File: src/rtl/tmr16_pkg.sv
package tmr16_pkg;

    typedef enum logic [1:0] {
        RK_NONE,
        RK_LO,
        RK_HI,
        RK_FLAG
    } reg_kind_e;

    localparam int unsigned CMP_BASE = 2;

    function automatic int unsigned flag_addr(int unsigned n_ch);
        return CMP_BASE + 2 * n_ch;
    endfunction

    function automatic reg_kind_e kind_of(int unsigned a, int unsigned n_ch);
        if (a == flag_addr(n_ch)) return RK_FLAG;
        if (a > flag_addr(n_ch))  return RK_NONE;
        return (a[0]) ? RK_HI : RK_LO;
    endfunction

endpackage

File: src/rtl/tmr16_bus.sv
module tmr16_bus
    import tmr16_pkg::*;
#(
    parameter int BYTE_W = 8,
    parameter int N_CH   = 2,
    localparam int CNT_W  = 2 * BYTE_W,
    localparam int ADDR_W = $clog2(2 * N_CH + 3)
) (
    input  logic                       clk,
    input  logic                       rst_n,
    input  logic [ADDR_W-1:0]          addr_i,
    input  logic                       wr_i,
    input  logic                       rd_i,
    input  logic [BYTE_W-1:0]          wdata_i,
    input  logic [CNT_W-1:0]           cnt_i,
    input  logic [N_CH-1:0][CNT_W-1:0] cmp_i,
    input  logic [N_CH-1:0]            flag_i,
    output logic [BYTE_W-1:0]          rdata_o,
    output logic [BYTE_W-1:0]          temp_o,
    output logic                       cnt_ld_o,
    output logic [N_CH-1:0]            cmp_ld_o,
    output logic [CNT_W-1:0]           ld_val_o,
    output logic [N_CH-1:0]            flag_clr_o
);

    typedef struct packed {
        logic [BYTE_W-1:0] temp;
    } bus_st_t;

    bus_st_t     st_d, st_q;
    int unsigned a;
    reg_kind_e   kind;

    always_comb begin
        a          = 32'(addr_i);
        kind       = kind_of(a, N_CH);
        st_d       = st_q;
        rdata_o    = '0;
        cnt_ld_o   = wr_i && (a == 0);
        cmp_ld_o   = '0;
        flag_clr_o = '0;
        ld_val_o   = {st_q.temp, wdata_i};

        // temporary byte: upper-byte writes fill it, counter low reads snapshot it
        if (wr_i && kind == RK_HI) begin
            st_d.temp = wdata_i;
        end else if (rd_i && !wr_i && a == 0) begin
            st_d.temp = cnt_i[CNT_W-1:BYTE_W];
        end

        if (a == 0) rdata_o = cnt_i[BYTE_W-1:0];
        if (a == 1) rdata_o = st_q.temp;

        for (int k = 0; k < N_CH; k++) begin
            if (a == CMP_BASE + 2 * k) begin
                rdata_o     = cmp_i[k][BYTE_W-1:0];
                cmp_ld_o[k] = wr_i;
            end
            if (a == CMP_BASE + 2 * k + 1) begin
                rdata_o = cmp_i[k][CNT_W-1:BYTE_W];
            end
            if (kind == RK_FLAG) begin
                rdata_o[k]    = flag_i[k];
                flag_clr_o[k] = wr_i && wdata_i[k];
            end
        end

        temp_o = st_q.temp;
    end

    always_ff @(posedge clk) begin
        if (!rst_n) st_q <= '0;
        else        st_q <= st_d;
    end

endmodule

File: src/rtl/tmr16_counter.sv
module tmr16_counter #(
    parameter int CNT_W = 16
) (
    input  logic             clk,
    input  logic             rst_n,
    input  logic             tick_i,
    input  logic             ld_i,
    input  logic [CNT_W-1:0] ld_val_i,
    output logic [CNT_W-1:0] cnt_o,
    output logic             evt_en_o
);

    typedef struct packed {
        logic [CNT_W-1:0] cnt;
        logic             blk;
    } cnt_st_t;

    cnt_st_t st_d, st_q;

    always_comb begin
        st_d = st_q;
        if (ld_i) begin
            st_d.cnt = ld_val_i;
            st_d.blk = 1'b1;
        end else if (tick_i) begin
            st_d.cnt = st_q.cnt + 1'b1;
            st_d.blk = 1'b0;
        end
        evt_en_o = tick_i && !st_q.blk && !ld_i;
        cnt_o    = st_q.cnt;
    end

    always_ff @(posedge clk) begin
        if (!rst_n) st_q <= '0;
        else        st_q <= st_d;
    end

endmodule

File: src/rtl/tmr16_chan.sv
module tmr16_chan #(
    parameter int CNT_W = 16
) (
    input  logic             clk,
    input  logic             rst_n,
    input  logic             ld_i,
    input  logic [CNT_W-1:0] ld_val_i,
    input  logic             evt_en_i,
    input  logic [CNT_W-1:0] cnt_i,
    input  logic             clr_i,
    output logic [CNT_W-1:0] cmp_o,
    output logic             hit_o,
    output logic             flag_o
);

    typedef struct packed {
        logic [CNT_W-1:0] cmp;
        logic             hit;
        logic             flag;
    } ch_st_t;

    ch_st_t st_d, st_q;

    always_comb begin
        st_d      = st_q;
        if (ld_i) st_d.cmp = ld_val_i;
        st_d.hit  = evt_en_i && (cnt_i == st_q.cmp);
        st_d.flag = st_q.hit || (st_q.flag && !clr_i);
        cmp_o     = st_q.cmp;
        hit_o     = st_q.hit;
        flag_o    = st_q.flag;
    end

    always_ff @(posedge clk) begin
        if (!rst_n) st_q <= '0;
        else        st_q <= st_d;
    end

endmodule

File: src/rtl/tmr16_cmp.sv
module tmr16_cmp #(
    parameter int BYTE_W = 8,
    parameter int N_CH   = 2,
    localparam int CNT_W  = 2 * BYTE_W,
    localparam int ADDR_W = $clog2(2 * N_CH + 3)
) (
    input  logic              clk,
    input  logic              rst_n,
    input  logic              tick_i,
    input  logic [ADDR_W-1:0] addr_i,
    input  logic              wr_i,
    input  logic              rd_i,
    input  logic [BYTE_W-1:0] wdata_i,
    output logic [BYTE_W-1:0] rdata_o,
    output logic [N_CH-1:0]   flag_o
);

    logic [CNT_W-1:0]           cnt_q;
    logic [N_CH-1:0][CNT_W-1:0] cmp_all;
    logic [BYTE_W-1:0]          temp_q;
    logic                       cnt_ld;
    logic [N_CH-1:0]            cmp_ld;
    logic [CNT_W-1:0]           ld_val;
    logic [N_CH-1:0]            flag_clr;
    logic [N_CH-1:0]            hit;
    logic                       evt_en;

    tmr16_bus #(.BYTE_W(BYTE_W), .N_CH(N_CH)) u_bus (
        .clk        (clk),
        .rst_n      (rst_n),
        .addr_i     (addr_i),
        .wr_i       (wr_i),
        .rd_i       (rd_i),
        .wdata_i    (wdata_i),
        .cnt_i      (cnt_q),
        .cmp_i      (cmp_all),
        .flag_i     (flag_o),
        .rdata_o    (rdata_o),
        .temp_o     (temp_q),
        .cnt_ld_o   (cnt_ld),
        .cmp_ld_o   (cmp_ld),
        .ld_val_o   (ld_val),
        .flag_clr_o (flag_clr)
    );

    tmr16_counter #(.CNT_W(CNT_W)) u_cnt (
        .clk      (clk),
        .rst_n    (rst_n),
        .tick_i   (tick_i),
        .ld_i     (cnt_ld),
        .ld_val_i (ld_val),
        .cnt_o    (cnt_q),
        .evt_en_o (evt_en)
    );

    for (genvar k = 0; k < N_CH; k++) begin : g_ch
        tmr16_chan #(.CNT_W(CNT_W)) u_ch (
            .clk      (clk),
            .rst_n    (rst_n),
            .ld_i     (cmp_ld[k]),
            .ld_val_i (ld_val),
            .evt_en_i (evt_en),
            .cnt_i    (cnt_q),
            .clr_i    (flag_clr[k]),
            .cmp_o    (cmp_all[k]),
            .hit_o    (hit[k]),
            .flag_o   (flag_o[k])
        );
    end

endmodule

File: config.mk
export PLATFORM = sky130hd
export DESIGN_NAME = tmr16_cmp
export DESIGN_NICKNAME = d
export VERILOG_FILES = /design/src/rtl/tmr16_pkg.sv /design/src/rtl/tmr16_bus.sv /design/src/rtl/tmr16_counter.sv /design/src/rtl/tmr16_chan.sv /design/src/rtl/tmr16_cmp.sv
export SDC_FILE = /design/constraint.sdc
export NUM_CORES = 1
export LEC_CHECK = 0
export BUFFER_PORTS_ARGS = -buffer_cell sky130_fd_sc_hd__buf_2
export CAP_MARGIN = 25
export CORE_MARGIN = 5
export CORE_UTILIZATION = 40
export DETAILED_ROUTE_END_ITERATION = 16
export PLACE_DENSITY = 0.68
export SKIP_LAST_GASP = 1
export SYNTH_ARGS = -nofsm -noshare
export SYNTH_HDL_FRONTEND = slang
export SYNTH_SLANG_ARGS = --single-unit
File: constraint.sdc
create_clock -name clk -period 2.05 [get_ports clk]
set_input_delay 0.1025 -clock clk [delete_from_list [all_inputs] [get_ports clk]]
set_output_delay 0.1025 -clock clk [all_outputs]
set_load 0.02 [all_outputs]
# Word level (Yosys, flattened, before mapping)
# Cells that the tools add are included.
[totals] word_cells=67 out_inout_bits=10 register_bits=61 input_bits=16
[op_classes] addsub=1 n_eq_ne=10 n_lt_le_gt_ge=1 n_mux=24 reduce_logical=22
[op_table] cell="2-to-1 mux 8 bit" n=8
[op_table] cell="2-to-1 mux 17 bit" n=2
[op_table] cell="== test 16 bit" n=2
[op_table] cell="adder 16 x 1 -> 16 bit (second input constant)" n=1
[op_table] cell="logical AND 1 bit" n=12
[op_table] cell="2-to-1 mux 2 bit" n=5
[op_table] cell="== test 3 bit (second input constant)" n=3
[op_table] cell="2-to-1 mux 1 bit" n=9
[op_table] cell="== test 3 x 2 -> 1 bit (second input constant)" n=2
[op_table] cell="logical NOT 1 bit" n=5
[op_table] cell="== test 2 bit (second input constant)" n=2
[op_table] cell="nonzero test 2 bit" n=2
[op_table] cell="== test 3 x 1 -> 1 bit (second input constant)" n=1
[op_table] cell="greater-than comparator 3 bit (second input constant)" n=1
[op_table] cell="logical NOT 3 bit" n=1
[op_table] cell="logical OR 1 bit" n=2

# Longest topological paths before layout
[logic_depth] word_depth=10 mapped_depth=7 mapped_depth_nobuf=5

# Cells and area by module
# A second synthesis with hierarchy kept.
[hier_totals] cells_unflattened=398 area_unflattened_um2=3688.5
[by_module_without_submodules] mod="tmr16_chan" cells_per_inst=77 seq_area_each_um2=360.3 instances=2 area_per_inst_um2=832.0
[by_module_without_submodules] mod="tmr16_counter" cells_per_inst=125 seq_area_each_um2=340.3 instances=1 area_per_inst_um2=1033.5
[by_module_without_submodules] mod="tmr16_bus" cells_per_inst=119 seq_area_each_um2=160.2 instances=1 area_per_inst_um2=991.0

# Least setup slack after synthesis
# Ideal clock, no wire load.
[synth_path] path_kind="register -> register" startpoint="register u_cnt.st_q (netlist bit u_cnt.cnt_o[2])" endpoint="register u_cnt.st_q (netlist bit u_cnt.cnt_o[15])" stages_incl_launch_ff=6 arrival_time_ns=1.364 setup_slack_ns=0.554 period_less_slack_ns=1.496 path_cell_list="dfxtp_1 -> clkbuf_1 -> nand4_1 -> nor4_1 -> xnor2_1 -> a21oi_1"
[synth_between] elab_chain_len=3
[synth_rtl] element="start: declaration" line_no="tmr16_counter.sv:18" rtl="cnt_st_t st_d, st_q;"
[synth_rtl] element="start signal: assignment" line_no="tmr16_counter.sv:35" rtl="else st_q <= st_d;"
[synth_rtl] element="adder 16 x 1 -> 16 bit" line_no="tmr16_counter.sv:26" rtl="st_d.cnt = st_q.cnt + 1'b1;"
[synth_rtl] element="2-to-1 mux 17 bit" line_no="tmr16_counter.sv:25" rtl="end else if (tick_i) begin"
[synth_rtl] element="2-to-1 mux 17 bit" line_no="tmr16_counter.sv:22" rtl="if (ld_i) begin"
# No other way between the ends. The select of a mux whose other input is x is not followed.
# A chain may end at the register's enable or synchronous reset.

# Worst setup path after layout
[layout_path] startpoint="register u_cnt.st_q (netlist bit u_cnt.cnt_o[1])" endpoint="output port rdata_o[1]"
[layout_between] elab_chain_len=7
[layout_rtl] element="2-to-1 mux 8 bit" line_no="tmr16_bus.sv:51" rtl="if (a == 0) rdata_o = cnt_i[BYTE_W-1:0];"
[layout_rtl] element="2-to-1 mux 8 bit" line_no="tmr16_bus.sv:52" rtl="if (a == 1) rdata_o = st_q.temp;"
[layout_rtl] element="2-to-1 mux 8 bit" line_no="tmr16_bus.sv:55" rtl="if (a == CMP_BASE + 2 * k) begin"
[layout_rtl] element="2-to-1 mux 8 bit" line_no="tmr16_bus.sv:59" rtl="if (a == CMP_BASE + 2 * k + 1) begin"
[layout_rtl] element="2-to-1 mux 8 bit" line_no="tmr16_bus.sv:55"
[layout_rtl] element="2-to-1 mux 8 bit" line_no="tmr16_bus.sv:59"
[layout_rtl] element="2-to-1 mux 1 bit" line_no="tmr16_bus.sv:62" rtl="if (kind == RK_FLAG) begin"
[layout_rtl] element="end: declaration" line_no="tmr16_cmp.sv:14" rtl="output logic [BYTE_W-1:0] rdata_o,"
# No other way between the ends.

==> flow_summary.yaml <==
placement:
  portBuffers: 25
  routabilityCongestion: 0.930
  dp_hpwl_um: 6480
  place_inst: 505
timing:
  fin_crit_ns: 1.77
  clock_skew_ns: 0.00912
  finalMaxSlewViolations: 0
  fin_crit_sh: 0.864
  finalSetupViolCount: 0
  relSlewSlack: 0.692
  fmax_mhz: 565
  tightest_slew_ns: 0.461
  fin_setup_tns_ns: 0
  rsz0062_at_grt: "no"
  hold_viol: 0
global_route:
  grt_usage: 0.192
  grt_pass1_wl_um: 15200
  antenna_found_initial: 0
  grt_pass1_vias: 2891
  grt_max_degree: 30
  grt-ovfl-total: 0
clock_tree:
  postCtsResizedCells: 0
  clk_latency_ns: 0.35
  cts-root-buf: "clkbuf_8"
  cts_tree: "done"
  cts_setup_buffers: 0
  ctsLongestPathBuffers: 2
  cts_hold_buf: 0
  h-tree-depth: 3
  clk_pin_slew_ns: 0.07
  numCtsBuffers: 9
  clock-sinks: 61
worst_setup_path:
  start_kind: "register"
  timing.rr.end: "g_ch[1].u_ch.hit_o$_SDFF_PN0_"
  critPathMaxFanout: 6
  end_kind: "output port"
  worstSetupPathType: "register to output port"
  required_ns: 1.95
  ff2ff_setup_slack_ns: 0.37
  crit_arrival_ns: 1.67
  reg2reg_depth: 4
  reg2reg_from: "u_cnt.cnt_o[4]$_SDFFE_PN0P_"
synthesis:
  async_flop_share: 0
  avgSynthCellArea_um2: 8.27
  synthesis.area_um2: 3350
  synthTopCellsByArea: "dfxtp_1, xnor2_1, nand2_1, a21oi_1, mux2i_1"
  synth-edff-count: 0
  ys_seq_area_frac: 0.365
  synth_nets: 422
  syn_inst: 405
  yosysTopAreaCell: "dfxtp_1"
  synth_cell_type_count: 42
  yosysTopAreaCellShare: 0.365
  ys_ff_latch: 61
  synth_common_cells: "nand2_1, dfxtp_1, a21oi_1"
  ys_warn_count: 0
  synth_top_flop_cell: "dfxtp_1"
  synth.most_common_cell: "nand2_1"
detailed_routing:
  routed_wl_um: 9000
  drc: 0
  wl_per_cell_um: 17.3
  drt_pass1_iterations: 4
  vias: 2910
  via_per_inst: 5.59
  ant_nets: 0
  first_iter_violations: 259
pwr:
  p_per_area_nw_per_um2: 725
  power_leakage_nw: 1.34
  ir_drop_mv: 0.301
hold_path:
  holdPathStages: 3
  whs_endpoint: "g_ch[0].u_ch.cmp_o[4]$_SDFFE_PN0P_"
  hold_start: "wdata_i[4]"
  min_path_type: "input port to register"
cells_and_area:
  drive_gt1_frac: 0.147
  syn_to_final_growth_pct: 11.2
  final_util: 0.455
  n_antenna_cell: 0
  nets: 428
  fin_cells: 521
die:
  die_h_um: 101
  coreArea_um2: 8180
  start_util: 0.410
  io_pins: 26
  die-area_um2: 10300
  fp-row-count: 33
  die_x_um: 101
outcome:
  status: "completed"
job:
  maxCapViolCount: 0
## where the power goes
group / leakage [nW] / total, W / internal (W) / switching, W
sequential: 0.495 / 0.00129 / 0.00123 / 0.0000609
combinational: 0.751 / 0.000317 / 0.000137 / 0.000181
clock: 0.0959 / 0.00109 / 0.000596 / 0.000498
## layout by cell type, fill, tap and decap left out, types with 2 or more instances in the layout
cell type	instances
xnor2_1	36
o22ai_1	2
mux2i_1	21
clkinvlp_4	2
nand2b_1	2
nand3_1	5
a31oi_1	2
nand4_1	11
a21oi_1	47
buf_4	8
mux4_2	2
o221ai_1	4
clkbuf_8	10
nand3b_1	3
a211oi_1	10
nor3_1	4
buf_12	2
nand2_1	75
xor2_1	11
a211oi_2	2
o21a_1	2
mux2_2	2
o21ai_0	14
nor2_1	20
nor4_1	8
inv_1	4
and3b_1	2
a21boi_0	2
buf_2	25
dfxtp_1	61
mux4_1	2
## how the worst max path moves through the flow
| stage | from | endpoint | cells after the start |
|---|---|---|---|
| 6_report | u_cnt.cnt_o[1]$_SDFFE_PN0P_ | rdata_o[1] | 3 |
| 5_1_grt | u_cnt.cnt_o[2]$_SDFFE_PN0P_ | u_cnt.cnt_o[13]$_SDFFE_PN0P_ | 4 |
| 4_1_cts | u_cnt.cnt_o[1]$_SDFFE_PN0P_ | rdata_o[1] | 3 |
| 3_5_place_dp | addr_i[2] | g_ch[1].u_ch.cmp_o[6]$_SDFFE_PN0P_ | 5 |
| 3_3_place_gp | addr_i[2] | g_ch[1].u_ch.hit_o$_SDFF_PN0_ | 5 |
| 2_1_floorplan | u_cnt.cnt_o[2]$_SDFFE_PN0P_ | u_cnt.cnt_o[15]$_SDFFE_PN0P_ | 5 |
## per-stage QoR
step	worst slack, ns	power (W)	cell area [um^2]	hold WS, ns
2_1_floorplan	0.554	0.00153	3350	0.238
3_3_place_gp	0.250	0.00162	3520	0.396
3_5_place_dp	0.259	0.00163	3520	0.402
4_1_cts	0.268	0.00271	3720	0.0328
5_1_grt	0.204	0.00280	3720	0.0402
6_report	0.279	0.00270	3720	0.0341
## layout make-up
cell class	instances	area [um^2]
inverter	5	18.8
multi-input combinational	299	1930
clock inverter	5	58.8
fill	814	4450
sequential	61	1220
tap	105	131
clock buffer	11	141
timing repair buffer	35	225
## metal layers
layer  up-vias  global-route usage  wire, um
met4         0              0.0603       208
met2        99               0.315      4280
met1      1381               0.246      3960
met5         -                   0         0
li1       1408                   -         -
met3        22              0.0489       550
## state kept, by name, summed over array words and instances, names as in the netlist
signal / cells
g_ch.u_ch.cmp_o: 32
g_ch.u_ch.flag_o: 2
g_ch.u_ch.hit_o: 2
u_bus.temp_o: 8
u_cnt.cnt_o: 16
u_cnt.st_q: 1
## critical path, cell delays in order (launching register included)
cell and delay [ns]:
dfxtp_1 0.37, mux4_1 0.52, mux2_2 0.28, buf_2 0.16
## cells by family after synthesis
logic type      Yosys count  synth area share
xor+xnor                 47             0.123
compound gates           86             0.156
buf+inv                  45            0.0602
flops                    61             0.365
simple gates            138             0.194
fa+ha+maj                 1           0.00374
mux                      27            0.0987
No activity file was read; power rests on OpenSTA's default activity.
